**src/rtl/txn_order_pkg.sv**
```systemverilog
package txn_order_pkg;

  typedef enum logic [1:0] {
    TC_PWR = 2'b00,
    TC_MSG = 2'b01,
    TC_NPR = 2'b10,
    TC_CPL = 2'b11
  } txn_code_e;

  localparam int NUM_Q  = 3;
  localparam int Q_POST = 0;
  localparam int Q_NPR  = 1;
  localparam int Q_CPL  = 2;

  // Map a class code onto its queue index.
  function automatic logic [1:0] queue_of(input logic [1:0] code);
    if (!code[1])     return 2'd0;
    else if (!code[0]) return 2'd1;
    else              return 2'd2;
  endfunction

endpackage

```
**src/rtl/txn_class_fifo.sv**
```systemverilog
module txn_class_fifo #(
  parameter int DW    = 42,
  parameter int DEPTH = 4
) (
  input  logic          clk,
  input  logic          rst_n,
  input  logic          push,
  input  logic [DW-1:0] push_data,
  input  logic          pop,
  output logic          full,
  output logic          empty,
  output logic [DW-1:0] head
);
  localparam int AW = (DEPTH > 1) ? $clog2(DEPTH) : 1;
  localparam int CW = $clog2(DEPTH + 1);

  logic [DW-1:0] mem [DEPTH];
  logic [AW-1:0] rd_ptr, wr_ptr;
  logic [CW-1:0] count;

  function automatic logic [AW-1:0] bump(input logic [AW-1:0] p);
    if (p == AW'(DEPTH - 1)) return '0;
    return p + AW'(1);
  endfunction

  assign full  = (count == CW'(DEPTH));
  assign empty = (count == '0);
  assign head  = mem[rd_ptr];

  always_ff @(posedge clk) begin
    if (!rst_n) begin
      rd_ptr <= '0;
      wr_ptr <= '0;
      count  <= '0;
    end else begin
      if (push) wr_ptr <= bump(wr_ptr);
      if (pop)  rd_ptr <= bump(rd_ptr);
      case ({push, pop})
        2'b10:   count <= count + CW'(1);
        2'b01:   count <= count - CW'(1);
        default: count <= count;
      endcase
    end
  end

  always_ff @(posedge clk) begin
    if (push) mem[wr_ptr] <= push_data;
  end

endmodule

```
**src/rtl/txn_order_arb.sv**
```systemverilog
module txn_order_arb #(
  parameter int SW = 8
) (
  input  logic [2:0]         nonempty,
  input  logic [2:0][SW-1:0] head_stamp,
  input  logic [2:0]         ready,
  output logic [2:0]         grant,
  output logic               any_live,
  output logic [SW-1:0]      oldest_stamp
);
  // a is older than b when b - a lies in the lower half of the stamp circle
  function automatic logic older(input logic [SW-1:0] a, input logic [SW-1:0] b);
    logic [SW-1:0] d;
    d = b - a;
    return (d != '0) && !d[SW-1];
  endfunction

  logic [2:0] elig, cand;

  always_comb begin
    // posted head is always free to go; the others wait behind older posted
    elig[0] = nonempty[0];
    elig[1] = nonempty[1] && (!nonempty[0] || older(head_stamp[1], head_stamp[0]));
    elig[2] = nonempty[2] && (!nonempty[0] || older(head_stamp[2], head_stamp[0]));
    cand    = elig & ready;

    grant[0] = cand[0]
             && (!cand[1] || !older(head_stamp[1], head_stamp[0]))
             && (!cand[2] || !older(head_stamp[2], head_stamp[0]));
    grant[1] = cand[1] && !grant[0]
             && (!cand[2] || !older(head_stamp[2], head_stamp[1]));
    grant[2] = cand[2] && !grant[0] && !grant[1];
  end

  always_comb begin
    any_live     = |nonempty;
    oldest_stamp = '0;
    for (int i = 0; i < 3; i++) begin
      if (nonempty[i]) begin
        if (!any_live_before(i) || older(head_stamp[i], oldest_stamp))
          oldest_stamp = head_stamp[i];
      end
    end
  end

  function automatic logic any_live_before(input int idx);
    logic r;
    r = 1'b0;
    for (int k = 0; k < 3; k++) if (k < idx && nonempty[k]) r = 1'b1;
    return r;
  endfunction

endmodule

```
**src/rtl/txn_order_queue.sv**
```systemverilog
module txn_order_queue
  import txn_order_pkg::*;
#(
  parameter int HDR_W   = 32,
  parameter int DEPTH   = 4,
  parameter int STAMP_W = 8
) (
  input  logic             clk,
  input  logic             rst_n,
  input  logic             in_valid,
  output logic             in_ready,
  input  logic [1:0]       in_code,
  input  logic [HDR_W-1:0] in_hdr,
  input  logic [2:0]       eg_ready,
  output logic [2:0]       eg_valid,
  output logic [1:0]       eg_code,
  output logic [HDR_W-1:0] eg_hdr
);
  localparam int TOTAL    = NUM_Q * DEPTH;
  localparam int MIN_SW   = $clog2(TOTAL) + 1;
  localparam int SW       = (STAMP_W < MIN_SW) ? MIN_SW : STAMP_W;
  localparam int EW       = SW + 2 + HDR_W;
  localparam logic [SW-1:0] HOLD_AGE = SW'((2 ** (SW - 1)) - 1);

  logic [SW-1:0]       stamp_cnt;
  logic [2:0]          q_full, q_empty, q_push, grant;
  logic [2:0][EW-1:0]  q_head;
  logic [2:0][SW-1:0]  head_stamp;
  logic [EW-1:0]       new_entry;
  logic [1:0]          in_q;
  logic                any_live, win_ok, accept;
  logic [SW-1:0]       oldest_stamp, age;

  assign in_q      = queue_of(in_code);
  assign age       = stamp_cnt - oldest_stamp;
  assign win_ok    = !any_live || (age < HOLD_AGE);
  assign in_ready  = !q_full[in_q] && win_ok;
  assign accept    = in_valid && in_ready;
  assign new_entry = {stamp_cnt, in_code, in_hdr};

  genvar g;
  generate
    for (g = 0; g < NUM_Q; g++) begin : g_q
      assign q_push[g]     = accept && (in_q == 2'(g));
      assign head_stamp[g] = q_head[g][EW-1 -: SW];

      txn_class_fifo #(.DW(EW), .DEPTH(DEPTH)) u_fifo (
        .clk       (clk),
        .rst_n     (rst_n),
        .push      (q_push[g]),
        .push_data (new_entry),
        .pop       (grant[g]),
        .full      (q_full[g]),
        .empty     (q_empty[g]),
        .head      (q_head[g])
      );
    end
  endgenerate

  txn_order_arb #(.SW(SW)) u_arb (
    .nonempty     (~q_empty),
    .head_stamp   (head_stamp),
    .ready        (eg_ready),
    .grant        (grant),
    .any_live     (any_live),
    .oldest_stamp (oldest_stamp)
  );

  always_ff @(posedge clk) begin
    if (!rst_n) stamp_cnt <= '0;
    else if (accept) stamp_cnt <= stamp_cnt + SW'(1);
  end

  always_comb begin
    eg_valid = grant;
    eg_code  = '0;
    eg_hdr   = '0;
    for (int i = 0; i < NUM_Q; i++) begin
      if (grant[i]) begin
        eg_code = q_head[i][HDR_W +: 2];
        eg_hdr  = q_head[i][HDR_W-1:0];
      end
    end
  end

endmodule

```
**config.mk**
```make
export PLATFORM = sky130hd
export DESIGN_NAME = txn_order_queue
export DESIGN_NICKNAME = d
export VERILOG_FILES = /design/src/rtl/txn_order_pkg.sv /design/src/rtl/txn_class_fifo.sv /design/src/rtl/txn_order_arb.sv /design/src/rtl/txn_order_queue.sv
export SDC_FILE = /design/constraint.sdc
export NUM_CORES = 1
export LEC_CHECK = 0
export ABC_AREA = 1
export BUFFER_PORTS_ARGS = -buffer_cell sky130_fd_sc_hd__buf_2
export CAP_MARGIN = 10
export CELL_PAD_IN_SITES_DETAIL_PLACEMENT = 1
export CELL_PAD_IN_SITES_GLOBAL_PLACEMENT = 1
export CORE_MARGIN = 1.5
export CORE_UTILIZATION = 57
export CTS_BUF_LIST = sky130_fd_sc_hd__clkbuf_4 sky130_fd_sc_hd__clkbuf_8
export DETAILED_ROUTE_END_ITERATION = 8
export GPL_ROUTABILITY_DRIVEN = 0
export PLACE_DENSITY_LB_ADDON = 0.1
export SLEW_MARGIN = 10
export SYNTH_ARGS = -nofsm -noshare
export SYNTH_HDL_FRONTEND = slang
export SYNTH_SLANG_ARGS = --single-unit
```
**constraint.sdc**
```tcl
create_clock -name clk -period 12.5 [get_ports clk]
set_input_delay 0.625 -clock clk [delete_from_list [all_inputs] [get_ports clk]]
set_output_delay 0.625 -clock clk [all_outputs]
set_load 0.05 [all_outputs]
```
---- After elaboration in Yosys (flattened, before gate mapping) ----
Memory sizes are Yosys's and may differ from the RTL's. A register that Yosys moved wholly into a read port is not among the register bits.
Cells that the tools add are included.
W data, S select, Z words.
word-level totals
  bits in writable memories ............... 504
  word-level logic and storage cells ...... 173
  input port bits ......................... 40
  register bits ........................... 29
  memories kept ........................... 3
  output and inout bits ................... 38
cells by class
  equality and inequality tests ........... 17
  reduce and logical (&&, ||, !) cells .... 56
  bitwise gates (word level) .............. 2
  muxes and demuxes ....................... 64
  add/subtract/negate cells ............... 19
  order comparisons ....................... 2
memories
  name               depth  width  rd ports  clocked after Yosys merged registers in  write ports  RTL line              source
  g_q[0].u_fifo.mem  4      42     1         1                                        1            txn_class_fifo.sv:17  logic [DW-1:0] mem [DEPTH];
  g_q[1].u_fifo.mem  4      42     1         1                                        1            txn_class_fifo.sv:17
  g_q[2].u_fifo.mem  4      42     1         1                                        1            txn_class_fifo.sv:17
operators by type and width
  kind                   count
  $mux W32               3
  $sub A8 B8 Y8          6
  $mux W2                23
  $mux W8                5
  $reduce_bool A8 Y1     5
  $mux W1                29
  $eq A2 B2 Y1 const B   10
  $logic_and A1 B1 Y1    18
  $pmux W3 S2            3
  $logic_not A1 Y1       17
  $add A2 B1 Y2 const B  6
  $add A3 B1 Y3 const B  3
  $eq A3 B3 Y1 const B   3
  $logic_not A3 Y1       3
  $sub A3 B1 Y3 const B  3
  $add A8 B1 Y8 const B  1
  $eq A2 B1 Y1 const B   4
  $logic_or A1 B1 Y1     8
  $lt A8 B7 Y1 const B   1
  $reduce_bool A2 Y1     3
  $and A3 B3 Y3          1
  $lt A2 B3 Y1 const B   1
  $not A3 Y3             1
  $reduce_or A3 Y1       1
  other kinds (2)        2

---- Logic depth before layout (Yosys ltp) ----
Gate-level depths: netlist of the first run.
  depth after elaboration ................. 24
  depth in mapped cells ................... 56
  depth with buffers taken out ............ 54

---- Modules after synthesis ----
From an unflattened synthesis of the first run, not the netlist that was laid out.
unflattened totals
  cells, all modules ...................... 1987
  area, all modules ....................... 23555.1 um2
modules (own cells, without submodules)
  module           sequential area each (um2)  cells each  area each (um2)  instances
  txn_class_fifo   5225.0                      466         6676.4           3
  txn_order_arb    0.0                         339         2005.7           1
  txn_order_queue  160.2                       250         1520.2           1

---- Worst setup path after synthesis of the first run ----
Ideal clock, no wire load.
  path type ............................... reg-to-reg
  from .................................... register with a tool-made name
  to ...................................... memory g_q[1].u_fifo.mem[0][0] (enable)
  clock period less this slack ............ 8485 ps
  library setup time ...................... 442 ps
  arrival time ............................ 8043 ps
  slack ................................... 4015 ps
  stages on the path, launching flop included .. 47
  data required time ...................... 12058 ps
  cells stage by stage .................... dfxtp_1 -> clkbuf_1 -> clkbuf_1 -> nand2_1 -> nand3_1 -> nand3_1 -> ha_1 -> inv_1 -> fa_1 -> inv_1 -> nand2_1 -> nor2_1 -> nand3_1 -> nor2_1 -> nand3_1 -> nand2_1 -> nand2_2 -> nand2_4 -> [... 11 more ...] -> nand3_2 -> nand2_2 -> nand2_4 -> inv_1 -> clkbuf_1 -> o21ai_0 -> ha_1 -> nand2_1 -> nor2_1 -> a211oi_1 -> o221ai_1 -> xor2_1 -> inv_1 -> nand3_2 -> nand3_4 -> nand2_8 -> nand4_4 -> nor2_1
RTL lines
  element    RTL line
  to (decl)  txn_class_fifo.sv:17

==> results of run 1 <==
-- critical path: cells and delay by family, from the launching register on --
| family | cells | cell delay, ns |
|---|---|---|
| AOI/OAI and AO/OA | 8 | 1.55 |
| xor gates and xnor gates | 1 | 0.26 |
| adders and majority gates | 5 | 1.64 |
| DFF | 1 | 0.92 |
| buffers and inverters | 9 | 2.02 |
| and+or+nand+nor | 23 | 3.05 |
-- metal layers --
| metal | vias to the layer above | part of all wire, % |
|---|---|---|
| met5 | - | 0 |
| met4 | 0 | 3.6 |
| met3 | 170 | 7.1 |
| met2 | 651 | 49 |
| met1 | 8258 | 40 |
| li1 | 7314 | - |
-- synthesized netlist by cell type (7+ instances only) --
library cell | number | area share [%]
xnor2_1 | 10 | 0.38
buf_4 | 10 | 0.32
edfxtp_1 | 504 | 65
nand4_1 | 15 | 0.40
clkbuf_1 | 79 | 1.3
a32oi_1 | 8 | 0.30
a21oi_1 | 59 | 1.3
ha_1 | 62 | 3.3
o21ai_0 | 245 | 5.3
dfxtp_1 | 35 | 3.0
or2_2 | 7 | 0.19
nand3_2 | 7 | 0.30
fa_1 | 9 | 0.77
nand3_1 | 79 | 1.7
o22ai_1 | 104 | 2.8
xor2_1 | 22 | 0.83
inv_1 | 102 | 1.6
nor2_1 | 273 | 4.4
nand2_1 | 305 | 4.9
inv_2 | 8 | 0.13
-- cell type report --
class	instances	area, um^2
Inverter	113	425
Sequential cell	539	15800
Clock buffer	126	1510
Clock inverter	31	185
Fill cell	4101	14100
Multi-Input combinational cell	1244	6710
Tap cell	525	657
Timing Repair Buffer	100	558
-- kinds of logic (layout without fill, tap and decap cells) --
group / after synthesis / in the layout / synth area share [%]
AND/OR/NAND/NOR: 705 / 705 / 12.8
adder cells (fa/ha/maj): 71 / 71 / 4.10
XOR/XNOR: 32 / 32 / 1.20
AO/OA/AOI/OAI: 436 / 436 / 10.4
buffers and inverters: 211 / 370 / 3.59
flip-flops: 539 / 539 / 68.0
-- worst paths after layout --
check | slack [ns] | depth (start not counted) | to | start
worst max register to register | 2.62 | 46 | g_q[0].u_fifo.mem[2][3] | flip-flop
worst min-delay path | 0.30 | 1 | g_q[1].u_fifo.mem[1][14] | in_hdr[14]
worst max-delay path | 2.62 | 46 | g_q[0].u_fifo.mem[2][3] | flip-flop
worst min register to register | 0.50 | 1 | g_q[1].u_fifo.count[0] | g_q[1].u_fifo.count[0]
-- where the power goes --
part           internal [mW]  switching [mW]
clock                  0.798           0.696
combinational          0.971            2.36
sequential              2.21           0.125
-- flip-flops by register name, indices dropped and copies added, names as in the netlist, named ones only --
| signal | cells |
|---|---|
| g_q.u_fifo.mem | 504 |
| g_q.u_fifo.rd_ptr | 6 |
| stamp_cnt | 8 |
| g_q.u_fifo.wr_ptr | 6 |
| g_q.u_fifo.count | 9 |
-- metrics by stage --
step	instances	setup slack, ns
finish	2678	2.62
floorplan	1994	4.01
global placement	2521	3.18
CTS	2678	2.68
detailed placement	2521	2.74
global route	2678	1.82
==> results.toml, run 1 <==
[place]
place_area_um2 = 24200
hpwl_um = 38500
io_buffers = 77

[power]
power_mw = 7.17
vdd_drop_max_v = 0.000193
powerDensity_nw_per_um2 = 277
power.leakage_nw = 9.53

[global_routing]
antenna_found_initial = 1
use_met1_pct = 40.6
grt-ovfl-total = 0
grt.busiest_layer = "met2"
use_met3_pct = 5.58
track_usage_pct = 32.0
met2_usage_pct = 54.3
grt_first_pass_wirelength_um = 100000
grt_pass1_vias = 17700
grt_max_degree = 86

[timing]
setup_tns_ns = 0
worst_pin_slew_ns = 1.06
finalSetupViolations = 0
skew_ns = 0.0232
rsz0062_at_grt = "false"
fin_crit_ns = 9.88
max_freq_ghz = 0.101
fin_hold_ws_ns = 0.299
fin_crit_sh_pct = 79.0
slew_headroom_pct = 29.4
slew_violations = 0
hold_viol = 0

[cts]
cts_buffers = 87
cts_buffer_depth = 3
htree_levels = 3
cts_root_buf = "clkbuf_8"
ctsResizeCount = 0
clk_pin_slew_worst_paths_ns = 0.06
cts_tree = "done"
clk_latency_ns = 0.66
cts_hold_buf = 0
postCtsSetupBuffers = 0
cts_sinks = 539

[synth]
postSynth.asyncResetShare_pct = 0
synth_edf_count = 504
netlist-cell-type-count = 43
ys.flop_type = "edfxtp_1"
syn_inst = 1994
syn-cell-area_um2 = 23300
synth_nets = 2105
synth_seq_cells = 539
yosys_warnings = 0
yosysSeqAreaShare_pct = 68.0
synth.avg_cell_area_um2 = 11.7

[routing]
totalWireLength_um = 65400
drt_iter0_drc = 1262
drc_errors = 0
viasPerCell = 6.12
first_pass_iters = 5
avgRoutedWirePerCell_um = 24.4
ant_nets = 0
vias = 16400

[floorplanning]
start_util_pct = 58.2
fp.dieH_um = 205
io_pins = 78
num_rows = 73
die_w_um = 205
die_area_um2 = 42100
core_um2 = 40000

[finish]
fin_util_pct = 64.7
diodes = 0
nets = 2196
design_area_um2 = 25900
final_common_cell = "edfxtp_1"
area_growth_pct = 11.2
layout_common_cells = "504 x edfxtp_1, 305 x nand2_1, 261 x nor2_1, 245 x o21ai_0, 104 x o22ai_1"
final_layout_size_suffix_gt1_share_pct = 13.6

[setup_path]
critPathRequiredTime_ns = 12.81
slowest_delay_ns = 0.92
worstPathMaxFanout = 85
critPathLaunchType = "flip-flop"
cp-end-kind = "flip-flop"
crit_path_frequent_cell = "inv_1"
crit_type = "flip-flop to flip-flop"
slowest_stage = "dfxtp_4"
cp.arrival_ns = 10.19

[outcome]
outcome = "finished, final reports clean"

[run]
drv_cap = 0

[hold_path]
hold_class = "input port to flip-flop"
(Power assumes the default switching activity.)
==> run 2, diff against run 1 <==
--- a/config.mk
+++ b/config.mk
@@ -11,7 +11,7 @@
 export CELL_PAD_IN_SITES_DETAIL_PLACEMENT = 1
 export CELL_PAD_IN_SITES_GLOBAL_PLACEMENT = 1
 export CORE_MARGIN = 1.5
-export CORE_UTILIZATION = 57
+export CORE_UTILIZATION = 53
 export CTS_BUF_LIST = sky130_fd_sc_hd__clkbuf_4 sky130_fd_sc_hd__clkbuf_8
 export DETAILED_ROUTE_END_ITERATION = 8
 export GPL_ROUTABILITY_DRIVEN = 0
==> constraint.sdc (replaced) <==
create_clock -name clk -period 9.75 [get_ports clk]
set_input_delay 0.4875 -clock clk [delete_from_list [all_inputs] [get_ports clk]]
set_output_delay 0.4875 -clock clk [all_outputs]
set_load 0.05 [all_outputs]
==> run 2 against run 1 <==
Utilization is 4.8 points lower; sequential share of layout area fell by 0.097 points; critical path depth down 1; clock skew up 0.0043 ns; clock power increased by 26%; worst setup slack worse by 1.6 ns; worst hold slack worse by 0.13 ns; clock-buffer cell count down 8; sequential cell count unchanged; die area up 7.4%; largest power group unchanged.
==> results.toml, run 2 (same netlist as run 1, synthesis figures left out) <==
[setup_path]
critPathBufInv = 7
timing.reg2reg.setup_slack_ns = 1.0
critPathLaunchType = "flip-flop"
slowest_delay_ns = 0.74
worst_r2r_endpoint = "g_q[2].u_fifo.mem[2][17]"
cp-end-kind = "flip-flop"
worstPathMaxFanout = 52
path_delay_family = "simple AND/OR/NAND/NOR gates"
rr_worst_depth = 45
crit_type = "flip-flop to flip-flop"
cp.depth = 45
critPathRequiredTime_ns = 10.08
slowest_stage = "dfxtp_4"
cp.arrival_ns = 9.08

[finish]
seqCellArea_um2 = 15800
largest_register_ffs = 504
largestRegisters = "g_q.u_fifo.mem: 504 flops, g_q.u_fifo.count: 9 flops, stamp_cnt: 8 flops"
final_common_cell = "edfxtp_1"
n_fill_cell = 4444
multi_input_area_um2 = 6710
top_register = "g_q.u_fifo.mem"
nets = 2201
fin_cells = 2738
layout_common_cells = "504 x edfxtp_1, 305 x nand2_1, 261 x nor2_1, 245 x o21ai_0, 104 x o22ai_1"
area_growth_pct = 11.3
final_layout_size_suffix_gt1_share_pct = 13.4

[hold_path]
hold_class = "input port to flip-flop"
min_from = "in_hdr[28]"
worstHoldPathCells = 1
hold_end = "g_q[2].u_fifo.mem[3][28]"

[timing]
slew_headroom_pct = 27.8
skew_ns = 0.0275
fin_crit_ns = 8.75
worst_slack_ns = 0.999
worst_pin_slew_ns = 1.08
setup_tns_ns = 0
rsz0062_at_grt = "false"
max_freq_ghz = 0.114
hold_viol = 0
fin_crit_sh_pct = 89.8
finalSetupViolations = 0
slew_violations = 0

[routing]
totalWireLength_um = 64800
avgRoutedWirePerCell_um = 23.7
ant_nets = 0
drc_errors = 0
viasPerCell = 5.92
first_pass_iters = 5
vias = 16200
drt_iter0_drc = 1291

[floorplanning]
num_rows = 76
start_util_pct = 53.8
die_area_um2 = 45200
core_um2 = 43300
io_pins = 78
fp.dieH_um = 213
die_w_um = 213

[cts]
cts_buffers = 88
postCtsSetupBuffers = 0
cts_sinks = 539
ctsResizeCount = 0
cts_buffer_depth = 3
htree_levels = 3
clk_latency_ns = 0.66
clk_pin_slew_worst_paths_ns = 0.06
cts_hold_buf = 0
cts_root_buf = "clkbuf_8"
cts_tree = "done"

[global_routing]
track_usage_pct = 29.3
grt_pass1_vias = 17000
grt-ovfl-total = 0
antenna_found_initial = 1
grt_max_degree = 86
grt_first_pass_wirelength_um = 98400

[outcome]
outcome = "finished, final reports clean"

[power]
power.leakage_nw = 9.52
vdd_drop_max_v = 0.000198
power_mw = 9.10
powerDensity_nw_per_um2 = 351

[place]
io_buffers = 77
hpwl_um = 38800
dpl.cell_count = 2585
dpl_worst_slack_ns = 1.05

[run]
drv_cap = 0
==> run 2: cell count changes in the layout (fill, tap and decap cells not counted), sizes merged <==
cell      delta
diode        +1
clkinvlp     -2
clkinv       +3
buf          +4
inv          +2
clkbuf       -8
==> run 2: worst max path at each step <==
stage                     slack [ns]  startpoint                        to
after global routing            0.23   flip-flop  g_q[0].u_fifo.mem[3][23]
after CTS                       1.02   flip-flop  g_q[2].u_fifo.mem[1][32]
after floorplan                 1.26   flip-flop   g_q[1].u_fifo.mem[0][0]
after detailed placement        1.05   flip-flop  g_q[2].u_fifo.mem[1][17]
final                            1.0   flip-flop  g_q[2].u_fifo.mem[2][17]
after global placement          1.35   flip-flop  g_q[2].u_fifo.mem[0][30]
==> run 2: routing by layer <==
metal	part of all wire (%)	wire [um]	vias up	GRT usage, %
li1	-	-	7332	-
met1	42	27400	8283	38.0
met2	50	32300	456	49.8
met3	4.7	3030	133	3.96
met4	3.2	2050	0	12.3
met5	0	0	-	0
==> run 2: layout make-up <==
| type | count | share of cell area, % |
|---|---|---|
| clock inverter | 34 | 0.738 |
| inverter | 113 | 1.64 |
| tap | 585 | 2.82 |
| clock buffer | 118 | 5.54 |
| timing repair buffer | 104 | 2.27 |
| multi-input combinational | 1244 | 25.9 |
| sequential | 539 | 61.1 |
| antenna | 1 | 0.00965 |
==> run 2: per-stage QoR <==
step	utilization, %	hold slack (ns)	area, um^2
4_1_cts	59.9	0.120	25900
3_5_place_dp	56.2	0.472	24300
6_report	60.0	0.167	25900
5_1_grt	60.0	0.162	25900
3_3_place_gp	56.2	0.455	24300
2_1_floorplan	-	0.444	23300
==> run 2: report_power, final <==
| group | internal [mW] | switching, mW |
|---|---|---|
| Sequential | 2.84 | 0.222 |
| Clock | 0.983 | 0.895 |
| Combinational | 1.24 | 2.92 |
==> run 3, diff against run 2 <==
--- a/config.mk
+++ b/config.mk
@@ -15,6 +15,7 @@
 export CTS_BUF_LIST = sky130_fd_sc_hd__clkbuf_4 sky130_fd_sc_hd__clkbuf_8
 export DETAILED_ROUTE_END_ITERATION = 8
 export GPL_ROUTABILITY_DRIVEN = 0
+export MAX_ROUTING_LAYER = met4
 export PLACE_DENSITY_LB_ADDON = 0.1
 export SLEW_MARGIN = 10
 export SYNTH_ARGS = -nofsm -noshare
==> run 3 against run 2 <==
Sequential power is essentially flat; worst hold slack lost 0.0013 ns; global-route usage is 0.87 points higher; combinational power barely moved; clock power about the same; cell area is the same; utilization is the same; via count is 0.31% higher; largest cell class unchanged; largest power group unchanged.
==> results.toml, run 3 (same netlist as run 1, synthesis figures left out) <==
[place]
dpl.cell_count = 2585
io_buffers = 77
hpwl_um = 38800

[setup_path]
worst_r2r_endpoint = "g_q[2].u_fifo.mem[1][20]"
timing.reg2reg.setup_slack_ns = 1.02
critPathLaunchType = "flip-flop"
crit_type = "flip-flop to flip-flop"
slowest_delay_ns = 0.73
cp-end-kind = "flip-flop"
critPathRequiredTime_ns = 10.09
rr_worst_depth = 45
cp.arrival_ns = 9.07
worstPathMaxFanout = 52
slowest_stage = "dfxtp_4"

[floorplanning]
die_w_um = 213
num_rows = 76
start_util_pct = 53.8
io_pins = 78
die_area_um2 = 45200
fp.dieH_um = 213
core_um2 = 43300

[global_routing]
grt_pass1_vias = 17000
track_usage_pct = 30.2
antenna_found_initial = 1
grt-ovfl-total = 0
grt_max_degree = 86
grt_first_pass_wirelength_um = 98400

[power]
power.leakage_nw = 9.52
powerDensity_nw_per_um2 = 351
vdd_drop_max_v = 0.000199

[timing]
hold_viol = 0
slew_violations = 0
finalSetupViolations = 0
rsz0062_at_grt = "false"
fin_crit_sh_pct = 89.6
skew_ns = 0.0281
slew_headroom_pct = 27.4
fin_crit_ns = 8.73
worst_pin_slew_ns = 1.09
setup_tns_ns = 0
max_freq_ghz = 0.115

[routing]
vias = 16300
totalWireLength_um = 64800
ant_nets = 0
drc_errors = 0
drt_iter0_drc = 1220
first_pass_iters = 7
avgRoutedWirePerCell_um = 23.7
viasPerCell = 5.94

[run]
drv_cap = 0

[finish]
area_growth_pct = 11.3
nets = 2201
final_common_cell = "edfxtp_1"
final_layout_size_suffix_gt1_share_pct = 13.4
fin_cells = 2738
largest_register_ffs = 504
top_register = "g_q.u_fifo.mem"
layout_common_cells = "504 x edfxtp_1, 305 x nand2_1, 261 x nor2_1, 245 x o21ai_0, 104 x o22ai_1"
largestRegisters = "g_q.u_fifo.mem: 504 flops, g_q.u_fifo.count: 9 flops, stamp_cnt: 8 flops"
n_fill_cell = 4444

[cts]
cts_buffers = 88
ctsResizeCount = 0
clk_pin_slew_worst_paths_ns = 0.06
clk_latency_ns = 0.66
cts_sinks = 539
cts_hold_buf = 0
postCtsSetupBuffers = 0
cts_root_buf = "clkbuf_8"
cts_buffer_depth = 3
htree_levels = 3
cts_tree = "done"

[hold_path]
min_from = "in_hdr[28]"
worstHoldPathCells = 1
hold_end = "g_q[2].u_fifo.mem[3][28]"
hold_class = "input port to flip-flop"

[outcome]
outcome = "finished, final reports clean"
## run 3: through the flow
step	hold slack (ns)	area, um^2	utilization, %	total power, mW	worst slack (ns)
floorplan	0.444	23300	-	6.00	1.26
global placement	0.455	24300	56.2	7.03	1.35
detailed placement	0.472	24300	56.2	7.23	1.05
CTS	0.120	25900	59.9	9.12	1.02
global route	0.162	25900	60.0	9.65	0.237
finish	0.166	25900	60.0	9.10	1.02
## run 3: final cells by class
class	instances	area, um^2	share of cell area, %
Inverter	113	425	1.64
Multi-Input combinational cell	1244	6710	25.9
Sequential cell	539	15800	61.1
Clock inverter	34	191	0.738
Tap cell	585	732	2.82
Timing Repair Buffer	104	588	2.27
Clock buffer	118	1440	5.54
Antenna cell	1	2.50	0.00965
## run 3: worst max-delay path by stage
stage	startpoint	to	slack, ns	cells past startpoint
floorplan	flip-flop	g_q[1].u_fifo.mem[0][0]	1.26	46
global placement	flip-flop	g_q[2].u_fifo.mem[0][30]	1.35	45
detailed placement	flip-flop	g_q[2].u_fifo.mem[1][17]	1.05	45
CTS	flip-flop	g_q[2].u_fifo.mem[1][32]	1.02	45
global route	flip-flop	g_q[0].u_fifo.mem[3][23]	0.24	43
finish	flip-flop	g_q[2].u_fifo.mem[1][20]	1.02	45
## run 3: where the power goes
part           switching [mW]  internal, mW  leakage [nW]
sequential              0.221          2.84          4.94
combinational            2.92          1.24          3.72
clock                   0.899         0.983         0.869
## run 3: critical path, delay by kind of cell (launching register included)
family | cells | cell delay [ns]
compound gates | 7 | 1.47
xor+xnor | 1 | 0.24
fa+ha+maj | 5 | 1.66
buf+inv | 7 | 1.23
flops | 1 | 0.73
simple gates | 25 | 3.09
## run 3: layer usage
| metal | GRT usage [%] | vias to the layer above | share of wire (%) | wire [um] |
|---|---|---|---|---|
| met4 | 12.3 | 0 | 3.2 | 2080 |
| met5 | - | - | 0 | 0 |
| met1 | 38.0 | 8285 | 42 | 27100 |
| li1 | - | 7327 | - | - |
| met2 | 49.9 | 500 | 50 | 32400 |
| met3 | 3.77 | 143 | 5.0 | 3230 |
